<file path="config.mk">
export PLATFORM = sky130hd
export DESIGN_NAME = retire_ctl
export DESIGN_NICKNAME = d
export VERILOG_FILES = /design/src/rtl/retire_pkg.sv /design/src/rtl/retire_fsm.sv /design/src/rtl/retire_path.sv /design/src/rtl/retire_ctl.sv
export SDC_FILE = /design/constraint.sdc
export NUM_CORES = 1
export LEC_CHECK = 0
export BUFFER_PORTS_ARGS = -buffer_cell sky130_fd_sc_hd__buf_2
export CAP_MARGIN = 20
export CORE_MARGIN = 2
export CORE_UTILIZATION = 50
export CTS_BUF_LIST = sky130_fd_sc_hd__clkbuf_8
export DETAILED_ROUTE_END_ITERATION = 10
export PLACE_DENSITY = 0.87
export SETUP_SLACK_MARGIN = 0.2
export SLEW_MARGIN = 15
export SYNTH_ARGS = -nofsm -noshare
export SYNTH_HDL_FRONTEND = slang
export SYNTH_SLANG_ARGS = --single-unit
</file>
<file path="constraint.sdc">
create_clock -name clk -period 5 [get_ports clk]
set_input_delay 0.5 -clock clk [delete_from_list [all_inputs] [get_ports clk]]
set_output_delay 0.5 -clock clk [all_outputs]
set_load 0.03 [all_outputs]
</file>
<file path="src/rtl/retire_pkg.sv">
package retire_pkg;

  typedef enum logic [2:0] {
    TS_RUN    = 3'd0,
    TS_IDLE   = 3'd1,
    TS_SQUASH = 3'd2,
    TS_TRAP   = 3'd3,
    TS_FTRAP  = 3'd4
  } thrState_e;

  // strobes from the per-thread control to the datapath
  typedef struct packed {
    logic retireOk;
    logic releaseOk;
    logic clrRelease;
  } thrStrobe_t;

endpackage

</file>
<file path="src/rtl/retire_fsm.sv">
module retire_fsm
  import retire_pkg::*;
#(
  parameter int THREADS  = 2,
  parameter int TRAP_LAT = 4,
  parameter int CNT_W    = 6
) (
  input  logic                     clk,
  input  logic                     rst_n,
  input  logic [THREADS-1:0]       threadEnable,
  input  logic [THREADS-1:0]       squashReq,
  input  logic [THREADS-1:0]       squashDone,
  input  logic [THREADS-1:0]       trapReq,
  input  logic [THREADS-1:0]       fetchTrapReq,
  input  logic [THREADS-1:0]       storeBusy,
  input  logic [THREADS*CNT_W-1:0] robCount,
  output thrStrobe_t [THREADS-1:0] strobes,
  output logic [THREADS-1:0]       trapSquash,
  output logic [THREADS*3-1:0]     threadState,
  output logic                     stageActive
);

  localparam int LAT_W = $clog2(TRAP_LAT + 1);
  localparam logic [LAT_W-1:0] LAT_LAST = LAT_W'(TRAP_LAT - 1);

  logic [THREADS-1:0] notIdle;

  for (genvar t = 0; t < THREADS; t++) begin : g_thr
    thrState_e        st, stNext;
    logic [LAT_W-1:0] lat, latNext;
    logic             fire, fireQ, robEmpty;
    thrStrobe_t       strb;

    assign robEmpty = (robCount[t*CNT_W +: CNT_W] == '0);

    always_comb begin
      stNext  = st;
      latNext = lat;
      fire    = 1'b0;
      unique case (st)
        TS_RUN: begin
          if (trapReq[t]) begin
            stNext  = TS_TRAP;
            latNext = '0;
          end else if (squashReq[t]) begin
            stNext = TS_SQUASH;
          end else if (fetchTrapReq[t]) begin
            stNext = TS_FTRAP;
          end else if (!threadEnable[t]) begin
            stNext = TS_IDLE;
          end
        end
        TS_IDLE: begin
          if (threadEnable[t]) stNext = TS_RUN;
        end
        TS_FTRAP: begin
          if (squashReq[t] && !trapReq[t]) begin
            stNext = TS_SQUASH;
          end else if (trapReq[t] || robEmpty) begin
            stNext  = TS_TRAP;
            latNext = '0;
          end
        end
        TS_TRAP: begin
          if (lat == LAT_LAST) begin
            if (!storeBusy[t]) begin
              stNext = TS_SQUASH;
              fire   = 1'b1;
            end
          end else begin
            latNext = lat + 1'b1;
          end
        end
        TS_SQUASH: begin
          if (squashDone[t]) stNext = threadEnable[t] ? TS_RUN : TS_IDLE;
        end
        default: stNext = TS_RUN;
      endcase
    end

    always_ff @(posedge clk) begin
      if (!rst_n) begin
        st    <= TS_RUN;
        lat   <= '0;
        fireQ <= 1'b0;
      end else begin
        st    <= stNext;
        lat   <= latNext;
        fireQ <= fire;
      end
    end

    assign strb.retireOk   = (st == TS_RUN) || (st == TS_FTRAP);
    assign strb.releaseOk  = (st == TS_RUN) || (st == TS_FTRAP);
    assign strb.clrRelease = (st == TS_SQUASH);
    assign strobes[t]      = strb;
    assign trapSquash[t]   = fireQ;
    assign threadState[t*3 +: 3] = st;
    assign notIdle[t]      = (st != TS_IDLE);
  end

  assign stageActive = |notIdle;

endmodule

</file>
<file path="src/rtl/retire_path.sv">
module retire_path
  import retire_pkg::*;
#(
  parameter int THREADS   = 2,
  parameter int WIDTH     = 4,
  parameter int SEQ_W     = 16,
  parameter int ROB_DEPTH = 32,
  parameter int CNT_W     = 6,
  parameter int TID_W     = 1
) (
  input  logic                           clk,
  input  logic                           rst_n,
  input  thrStrobe_t [THREADS-1:0]       strobes,
  input  logic [THREADS*WIDTH-1:0]       headValid,
  input  logic [THREADS*WIDTH-1:0]       headDone,
  input  logic [THREADS*WIDTH-1:0]       headNonSpec,
  input  logic [THREADS*WIDTH*SEQ_W-1:0] headSeq,
  input  logic [THREADS*CNT_W-1:0]       robCount,
  output logic [WIDTH-1:0]               retireMask,
  output logic [TID_W-1:0]               retireTid,
  output logic                           relValid,
  output logic [TID_W-1:0]               relTid,
  output logic [SEQ_W-1:0]               relSeq,
  output logic [THREADS*CNT_W-1:0]       freeEntries,
  output logic [THREADS-1:0]             freeUpdate
);

  localparam logic [CNT_W-1:0] DEPTH_C = CNT_W'(ROB_DEPTH);
  localparam logic [TID_W-1:0] LAST_T  = TID_W'(THREADS - 1);

  logic [THREADS-1:0] elig, relReq, relGrant;
  logic [TID_W-1:0]   rrPtr, pick, relPick;
  logic               pickFound, relAny;

  // retire selection with rotating priority
  for (genvar t = 0; t < THREADS; t++) begin : g_elig
    assign elig[t] = strobes[t].retireOk & headValid[t*WIDTH] & headDone[t*WIDTH];
  end

  always_comb begin
    int idx;
    pickFound = 1'b0;
    pick      = '0;
    for (int k = 0; k < THREADS; k++) begin
      idx = int'(rrPtr) + k;
      if (idx >= THREADS) idx = idx - THREADS;
      if (!pickFound && elig[idx]) begin
        pickFound = 1'b1;
        pick      = TID_W'(idx);
      end
    end
  end

  always_comb begin
    logic run;
    run = pickFound;
    for (int s = 0; s < WIDTH; s++) begin
      run = run & headValid[int'(pick)*WIDTH + s] & headDone[int'(pick)*WIDTH + s];
      retireMask[s] = run;
    end
  end

  assign retireTid = pick;

  always_ff @(posedge clk) begin
    if (!rst_n) begin
      rrPtr <= '0;
    end else if (pickFound) begin
      rrPtr <= (pick == LAST_T) ? '0 : pick + 1'b1;
    end
  end

  // non-speculative release, one per cycle, lowest thread first
  for (genvar t = 0; t < THREADS; t++) begin : g_rel
    logic             held;
    logic [SEQ_W-1:0] heldSeq;
    logic [SEQ_W-1:0] seq0;

    assign seq0 = headSeq[t*WIDTH*SEQ_W +: SEQ_W];
    assign relReq[t] = strobes[t].releaseOk & headValid[t*WIDTH] &
                       headNonSpec[t*WIDTH] & ~headDone[t*WIDTH] &
                       ~(held && heldSeq == seq0);

    always_ff @(posedge clk) begin
      if (!rst_n) begin
        held    <= 1'b0;
        heldSeq <= '0;
      end else if (strobes[t].clrRelease) begin
        held <= 1'b0;
      end else if (relGrant[t]) begin
        held    <= 1'b1;
        heldSeq <= seq0;
      end
    end
  end

  always_comb begin
    relAny   = 1'b0;
    relPick  = '0;
    relGrant = '0;
    for (int t = 0; t < THREADS; t++) begin
      if (!relAny && relReq[t]) begin
        relAny      = 1'b1;
        relPick     = TID_W'(t);
        relGrant[t] = 1'b1;
      end
    end
  end

  always_ff @(posedge clk) begin
    if (!rst_n) begin
      relValid <= 1'b0;
      relTid   <= '0;
      relSeq   <= '0;
    end else begin
      relValid <= relAny;
      relTid   <= relPick;
      relSeq   <= headSeq[int'(relPick)*WIDTH*SEQ_W +: SEQ_W];
    end
  end

  // free-entry report
  for (genvar t = 0; t < THREADS; t++) begin : g_free
    logic [CNT_W-1:0] prevCnt, freeQ, cur;
    logic             updQ;

    assign cur = robCount[t*CNT_W +: CNT_W];

    always_ff @(posedge clk) begin
      if (!rst_n) begin
        prevCnt <= '0;
        freeQ   <= DEPTH_C;
        updQ    <= 1'b0;
      end else begin
        prevCnt <= cur;
        freeQ   <= DEPTH_C - cur;
        updQ    <= (cur != prevCnt);
      end
    end

    assign freeEntries[t*CNT_W +: CNT_W] = freeQ;
    assign freeUpdate[t] = updQ;
  end

endmodule

</file>
<file path="src/rtl/retire_ctl.sv">
module retire_ctl
  import retire_pkg::*;
#(
  parameter int THREADS   = 2,
  parameter int WIDTH     = 4,
  parameter int SEQ_W     = 16,
  parameter int ROB_DEPTH = 32,
  parameter int TRAP_LAT  = 4,
  localparam int CNT_W    = $clog2(ROB_DEPTH + 1),
  localparam int TID_W    = (THREADS > 1) ? $clog2(THREADS) : 1
) (
  input  logic                           clk,
  input  logic                           rst_n,
  input  logic [THREADS-1:0]             threadEnable,
  input  logic [THREADS*WIDTH-1:0]       headValid,
  input  logic [THREADS*WIDTH-1:0]       headDone,
  input  logic [THREADS*WIDTH-1:0]       headNonSpec,
  input  logic [THREADS*WIDTH*SEQ_W-1:0] headSeq,
  input  logic [THREADS*CNT_W-1:0]       robCount,
  input  logic [THREADS-1:0]             squashReq,
  input  logic [THREADS-1:0]             squashDone,
  input  logic [THREADS-1:0]             trapReq,
  input  logic [THREADS-1:0]             fetchTrapReq,
  input  logic [THREADS-1:0]             storeBusy,
  output logic [WIDTH-1:0]               retireMask,
  output logic [TID_W-1:0]               retireTid,
  output logic                           relValid,
  output logic [TID_W-1:0]               relTid,
  output logic [SEQ_W-1:0]               relSeq,
  output logic [THREADS-1:0]             trapSquash,
  output logic [THREADS*CNT_W-1:0]       freeEntries,
  output logic [THREADS-1:0]             freeUpdate,
  output logic [THREADS*3-1:0]           threadState,
  output logic                           stageActive
);

  thrStrobe_t [THREADS-1:0] strobes;

  retire_fsm #(
    .THREADS (THREADS),
    .TRAP_LAT(TRAP_LAT),
    .CNT_W   (CNT_W)
  ) u_fsm (
    .clk         (clk),
    .rst_n       (rst_n),
    .threadEnable(threadEnable),
    .squashReq   (squashReq),
    .squashDone  (squashDone),
    .trapReq     (trapReq),
    .fetchTrapReq(fetchTrapReq),
    .storeBusy   (storeBusy),
    .robCount    (robCount),
    .strobes     (strobes),
    .trapSquash  (trapSquash),
    .threadState (threadState),
    .stageActive (stageActive)
  );

  retire_path #(
    .THREADS  (THREADS),
    .WIDTH    (WIDTH),
    .SEQ_W    (SEQ_W),
    .ROB_DEPTH(ROB_DEPTH),
    .CNT_W    (CNT_W),
    .TID_W    (TID_W)
  ) u_path (
    .clk        (clk),
    .rst_n      (rst_n),
    .strobes    (strobes),
    .headValid  (headValid),
    .headDone   (headDone),
    .headNonSpec(headNonSpec),
    .headSeq    (headSeq),
    .robCount   (robCount),
    .retireMask (retireMask),
    .retireTid  (retireTid),
    .relValid   (relValid),
    .relTid     (relTid),
    .relSeq     (relSeq),
    .freeEntries(freeEntries),
    .freeUpdate (freeUpdate)
  );

endmodule

</file>
==> Word-level counts from Yosys, hierarchy flattened <==
Index checks and enable logic that the tools add are counted.
{ "totals": {"elab_cells": 206, "out_inout_bits": 46, "ff_bits": 93, "input_bits": 178} }
{ "op_classes": {"bitwise_logic": 25, "shift": 1, "addsub": 11, "eq_ne": 36, "n_mux": 74, "magnitude_cmp": 8, "reduce_logical": 31} }
{ "ops": {"columns": ["operator", "n"], "rows": [
  ["128-bit by 8-bit indexed part select with 16-bit output", 1],
  ["32-bit by 5-bit less-than comparator with 1-bit output (second input constant)", 3],
  ["3-bit two-way mux", 28],
  ["32-bit by 3-bit less-than comparator with 1-bit output (second input constant)", 2],
  ["32-bit two-way mux", 2],
  ["1-bit two-way mux", 34],
  ["16-bit equality test", 2],
  ["32-bit by 3-bit >= comparator with 1-bit output (second input constant)", 1],
  ["32-bit by 3-bit subtractor with 32-bit output (second input constant)", 1],
  ["3-bit case mux with 5 select lines", 2],
  ["2-bit != test (second input constant)", 12],
  ["1-bit bitwise AND", 18],
  ["1-bit binary-select mux with 3-bit select", 6],
  ["3-bit by 2-bit equality test with 1-bit output (second input constant)", 6],
  ["3-bit case mux with 3 select lines", 2],
  ["6-bit logical NOT", 2],
  ["3-bit by 1-bit != test with 1-bit output (second input constant)", 4],
  ["6-bit != test", 2],
  ["6-bit AND reduction", 2],
  ["6-bit subtractor (first input constant)", 2],
  ["5-bit != test (second input constant)", 2],
  ["5-bit AND reduction", 2],
  ["3-bit by 2-bit adder with 4-bit output (second input constant)", 2],
  ["2-bit by 1-bit != test with 1-bit output (second input constant)", 4],
  ["18 further kinds", 44]
]} }

==> Logic depth before layout (Yosys ltp) <==
{ "logic_depth": {"word_depth": 21, "mapped_depth": 9, "mapped_depth_nobuf": 8} }

==> By module <==
A second synthesis with hierarchy kept.
{ "hier_totals": {"cells_unflattened": 467, "hier_area_um2": 4272.8} }
{ "modules_own_cells": {"columns": ["mod", "n_inst", "cells_each", "area_each_um2", "seq_area_each_um2"], "rows": [
  ["retire_path", 1, 345, 3337.0, 1541.5],
  ["retire_fsm", 1, 122, 935.9, 280.3]
]} }

==> Least setup slack after synthesis <==
Ideal clock, no wire load.
{ "synth_path": {"path_type": "register to output", "startpoint": "register u_fsm.g_thr[0].st[0]", "endpoint": "output port retireMask[3]", "required_ns": 4.500, "setup_slack_ns": 1.558, "t_arrival_ns": 2.942, "path_stages_with_launch": 8, "path_buffers": 1, "cell_sequence": "dfxtp_1 > buf_2 > nand4bb_1 > nor2_1 > nor2_1 > a32o_1 > a21boi_1 > and2_1"} }
{ "synth_between": {"elab_chain_cells": 21, "elab_cells_between_ends": 50, "cone_classes": "add/sub (3); eq/ne (1); mux (32); bitwise (10); reduce/logical (4)"} }
{ "synth_lines": {"columns": ["item", "line", "rtl"], "rows": [
  ["from (decl)", "retire_fsm.sv:29", "thrState_e st, stNext;"],
  ["from (signal assigned)", "retire_fsm.sv:87", "st <= stNext;"],
  ["3-bit equality test or 3-bit logical NOT (tied branches)", "retire_fsm.sv:93", "assign strb.retireOk = (st == TS_RUN) || (st == TS_FTRAP);"],
  ["1-bit logical OR (*)", "retire_fsm.sv:93", null],
  ["1-bit bitwise AND (*) (2 in series)", "retire_path.sv:37", "assign elig[t] = strobes[t].retireOk & headValid[t*WIDTH] & headDone[t*WIDTH];"],
  ["1-bit two-way mux (not written as such) (3 in series)", "retire_path.sv:47", "if (!pickFound && elig[idx]) begin"],
  ["1-bit two-way mux", "retire_path.sv:47", null],
  ["1-bit logical NOT", "retire_path.sv:47", null],
  ["1-bit logical AND", "retire_path.sv:47", null],
  ["1-bit two-way mux (*)", "retire_path.sv:47", null],
  ["via retireTid", "retire_ctl.sv:26", "output logic [TID_W-1:0] retireTid,"],
  ["[1 not listed]", null, null],
  ["1-bit binary-select mux with 3-bit select or 1-bit two-way mux (tied branches)", "retire_path.sv:58", "run = run & headValid[int'(pick)*WIDTH + s] & headDone[int'(pick)*WIDTH + s];"],
  ["1-bit two-way mux (not written as such) or 1-bit bitwise AND (tied branches) (2 in series)", "retire_path.sv:58", null],
  ["1-bit bitwise AND", "retire_path.sv:58", null],
  ["1-bit bitwise AND (*)", "retire_path.sv:58", null],
  ["via retireMask[1]", "retire_ctl.sv:25", "output logic [WIDTH-1:0] retireMask,"],
  ["1-bit bitwise AND (*) (2 in series)", "retire_path.sv:58", null],
  ["via retireMask[2]", "retire_ctl.sv:25", null],
  ["1-bit bitwise AND (*) (2 in series)", "retire_path.sv:58", null],
  ["to (decl)", "retire_ctl.sv:25", null]
]} }
Mark *: on every way through the listed nets, which the timed path passes. The rest lies on a longest branch. The select of a mux whose other input is x is not followed.

==> Worst setup path in the final report <==
{ "layout_path": {"startpoint": "register u_fsm.g_thr[0].st[1]", "endpoint": "output port retireMask[3]"} }
{ "layout_between": {"elab_chain_cells": 21, "elab_cells_between_ends": 50, "cone_classes": "add/sub (3); eq/ne (1); mux (32); bitwise (10); reduce/logical (4)"} }
{ "layout_lines": {"columns": ["item", "line"], "rows": [
  ["3-bit equality test or 3-bit logical NOT (tied branches)", "retire_fsm.sv:93"],
  ["1-bit logical OR (*)", "retire_fsm.sv:93"],
  ["1-bit bitwise AND (*) (2 in series)", "retire_path.sv:37"],
  ["1-bit two-way mux (not written as such) (3 in series)", "retire_path.sv:47"],
  ["1-bit two-way mux", "retire_path.sv:47"],
  ["1-bit logical NOT", "retire_path.sv:47"],
  ["1-bit logical AND", "retire_path.sv:47"],
  ["1-bit two-way mux", "retire_path.sv:47"],
  ["3-bit by 1-bit adder with 4-bit output or 1-bit two-way mux (tied branches)", "retire_path.sv:58"],
  ["1-bit binary-select mux with 3-bit select or 1-bit two-way mux (tied branches)", "retire_path.sv:58"],
  ["1-bit two-way mux (not written as such) or 1-bit bitwise AND (tied branches) (2 in series)", "retire_path.sv:58"],
  ["1-bit bitwise AND (5 in series)", "retire_path.sv:58"],
  ["1-bit bitwise AND (*)", "retire_path.sv:58"]
]} }
Mark *: on every way between the ends. The rest lies on a longest branch, timed or not. The select of a mux whose other input is x is not followed.

==> impl_metrics.tcl <==
set metrics [dict create \
    worst_r2r_endpoint "u_path.relSeq[6]" \
    critical_path_required_ns 4.50 \
    power.ir.vdd_worst_mv 0.195 \
    synth_top_cells_by_area "sky130_fd_sc_hd__dfxtp_1 (44%), sky130_fd_sc_hd__xnor2_1 (8.2%), sky130_fd_sc_hd__mux2i_1 (4.8%), sky130_fd_sc_hd__o21ai_0 (4.7%), sky130_fd_sc_hd__nand2_1 (4.4%)" \
    post_synth_num_cell_types 50 \
    globalRouteTotalUtil_pct 21.5 \
    maxcap_viol_count 0 \
    cts.reportedPaths.clkPinSlew_ns 0.10 \
    syn_to_final_growth_pct 19.5 \
    cellPowerDensity_nw_per_um2 352 \
    ios 224 \
    setup.reg_to_reg.worst_slack_ns 2.64 \
    drt_drc_violations_left 0 \
    routedWlPerCell_um 14.5 \
    die-width_um 95.2 \
    yosys.area.top_type_share_pct 43.8 \
    ys_async_sr_fraction_pct 0 \
    die-height_um 95.2 \
    cp.arrival_ns 2.41 \
    coreArea_sq_um 8130 \
    tightest_slew_ns 0.763 \
    synthesis.area_per_instance_sq_um 9.05 \
    worstSetupPathType "reg -> out" \
    synth.largest_area_cell "sky130_fd_sc_hd__dfxtp_1" \
    grt.overflow.total 0 \
    hold_viol 0 \
    synth-seq-area-share_pct 43.8 \
    timing.hold.worst_endpoint "u_path.g_free[0].freeQ[0]" \
    worst_hold_stages 2 \
    viasPerCell 5.36 \
    grt_start_max_net_pins 81 \
    worstSkewPairLatency_ns 0.35 \
    cp-start-kind "flop" \
    rows 33 \
    setup_violations 0 \
    final_critical_path_share_of_the_clock_period_pct 58.2 \
    drtAntennaViolNets 0 \
    drtIter0Drc 146 \
    timing.hold.ws_ns 0.404 \
    achievable-frequency_mhz 344 \
    floorplan.initialDensity_pct 51.1 \
    post_cts_resize_count 0 \
    ys_seq_elements 91 \
    timing.setup.tns_ns 0 \
    cts-root-to-sink-buffers 2 \
    fin_worst_skew_ns 0.0131 \
    yosysWarnings 0 \
    place.port_buffers 121 \
    worst_hold_startpoint "robCount[0]" \
    layout.nets 748 \
    reg2regPathDepth 6 \
    die_area_sq_um 9060 \
    syn-instance-count 459 \
    cell_area_synth_sq_um 4160 \
    number_of_clock_buffers_inserted_by_tritoncts 9 \
    syn-num-nets 643 \
    antenna_found_initial 1 \
    final_layout_size_suffix_gt1_share_pct 26.2 \
    wl_mm 9.80 \
    p_leak_nw 2.10 \
    crit_path_max_fanout 15 \
    ctsHoldBuffers 0 \
    grt_pass1_vias 3308 \
    htree_num_levels 3 \
    drt_pass1_iterations 4 \
    grt_first_pass_wirelength_mm 15.2 \
    synth_edf_count 0 \
    tritoncts "done" \
    slew-limit-headroom_pct 48.5 \
    postCtsSetupRepairBufs 0 \
    timing_max_transition_violations_final 0 \
    critPathCaptureType "primary output" \
    synth_top_flop_cell "sky130_fd_sc_hd__dfxtp_1" \
    cts.sink_count 91 \
    unrepaired_setup_endpoints_after_global_routing "no" \
    outcome "completed" \
    minimum_clock_period_ns 2.91 \
    route.vias.total 3616 \
    gp_congestion 0.855 \
    hold_path_class "in -> reg" \
    hpwl_mm 7.39 \
    ctsRootBufferMaster "sky130_fd_sc_hd__clkbuf_8" \
    reg2reg_from "u_fsm.g_thr[0].st[1]" \
]
worst max-delay path, stage by stage (launching register included):
cell,delay (ns)
sky130_fd_sc_hd__dfxtp_1,0.64
sky130_fd_sc_hd__nand4bb_1,0.32
sky130_fd_sc_hd__nor2_1,0.12
sky130_fd_sc_hd__nor2_1,0.25
sky130_fd_sc_hd__a32o_1,0.23
sky130_fd_sc_hd__a21boi_1,0.19
sky130_fd_sc_hd__and2_1,0.14
sky130_fd_sc_hd__buf_2,0.19
routing by layer:
layer	vias to the layer above	wire (um)	track usage, %
li1	1789	-	-
met1	1692	4400	28.3
met2	122	4530	35.4
met3	13	689	4.19
met4	0	172	7.00
met5	-	0	0
registers in the layout, indices dropped and copies added (netlist names), 2 cells and up:
register / flops
u_fsm.g_thr.fireQ: 2
u_fsm.g_thr.lat: 6
u_fsm.g_thr.st: 6
u_path.g_free.freeQ: 12
u_path.g_free.prevCnt: 10
u_path.g_free.updQ: 2
u_path.g_rel.held: 2
u_path.g_rel.heldSeq: 32
u_path.relSeq: 16
cell type report:
class,count,area [sq um]
Clock buffer,9,124
Sequential cell,91,1820
Timing Repair Buffer,125,636
Inverter,11,41.3
Multi-Input combinational cell,326,2130
Antenna cell,1,2.50
Clock inverter,7,76.3
Tap cell,105,131
Fill cell,709,3170
metrics by stage:
stage / setup slack (ns) / power [mW] / area [sq um] / util [%] / std cells
floorplan: 1.56 / 1.13 / 4160 / - / 459
global route: 1.91 / 1.83 / 4960 / 61.0 / 674
CTS: 2.07 / 1.76 / 4960 / 61.0 / 674
detailed placement: 2.47 / 1.25 / 4760 / 58.6 / 658
global placement: 2.54 / 1.24 / 4760 / 58.6 / 658
finish: 2.09 / 1.75 / 4970 / 61.1 / 675
worst max-delay path by stage:
stage	startpoint	endpoint	slack (ns)	cells past startpoint
floorplan	u_fsm.g_thr[0].st[0]	retireMask[3]	1.56	7
global placement	u_fsm.g_thr[0].st[1]	retireMask[3]	2.54	7
detailed placement	u_fsm.g_thr[0].st[1]	retireMask[3]	2.47	7
CTS	u_fsm.g_thr[0].st[1]	retireMask[3]	2.07	7
global route	u_fsm.g_thr[0].st[1]	retireMask[3]	1.91	7
finish	u_fsm.g_thr[0].st[1]	retireMask[3]	2.09	7
layout by cell type, fill, tap and decap left out, drive strengths merged, types with 9 or more instances in the layout:
cell	n
buf	125
dfxtp	91
nand2	49
o21ai	40
xnor2	39
nand4	26
nor2b	23
and2	20
mux2i	20
inv	15
nor2	13
xor2	10
clkbuf	9
synth_stat cells (7+ instances only):
cell type	instances
sky130_fd_sc_hd__dfxtp_1	91
sky130_fd_sc_hd__nand2_1	49
sky130_fd_sc_hd__o21ai_0	39
sky130_fd_sc_hd__xnor2_1	39
sky130_fd_sc_hd__nand4_1	26
sky130_fd_sc_hd__nor2b_1	23
sky130_fd_sc_hd__and2_1	20
sky130_fd_sc_hd__mux2i_1	20
sky130_fd_sc_hd__clkbuf_1	14
sky130_fd_sc_hd__nor2_1	13
sky130_fd_sc_hd__inv_1	11
sky130_fd_sc_hd__xor2_1	10
sky130_fd_sc_hd__a21oi_1	8
sky130_fd_sc_hd__nor3_1	8
sky130_fd_sc_hd__buf_2	7
sky130_fd_sc_hd__nand2b_1	7
logic make-up (layout without fill, tap and decap cells):
kind of cell / Yosys count / count (layout) / synth area share (%)
AO/OA/AOI/OAI: 77 / 77 / 11.9
XOR/XNOR: 49 / 49 / 10.3
adder cells (fa/ha/maj): 6 / 6 / 1.81
buffers and inverters: 42 / 152 / 4.82
flip-flops: 91 / 91 / 43.8
multiplexers: 20 / 20 / 4.82
other: 0 / 1 / 0
AND/OR/NAND/NOR: 174 / 174 / 22.5
power breakdown:
| group | switching [mW] | leakage [nW] | internal [mW] |
|---|---|---|---|
| Sequential | 0.0585 | 0.747 | 0.778 |
| Clock | 0.271 | 0.107 | 0.237 |
| Combinational | 0.242 | 1.25 | 0.160 |
| Total | 0.571 | 2.10 | 1.18 |
No activity file was read; power rests on OpenSTA's default activity.
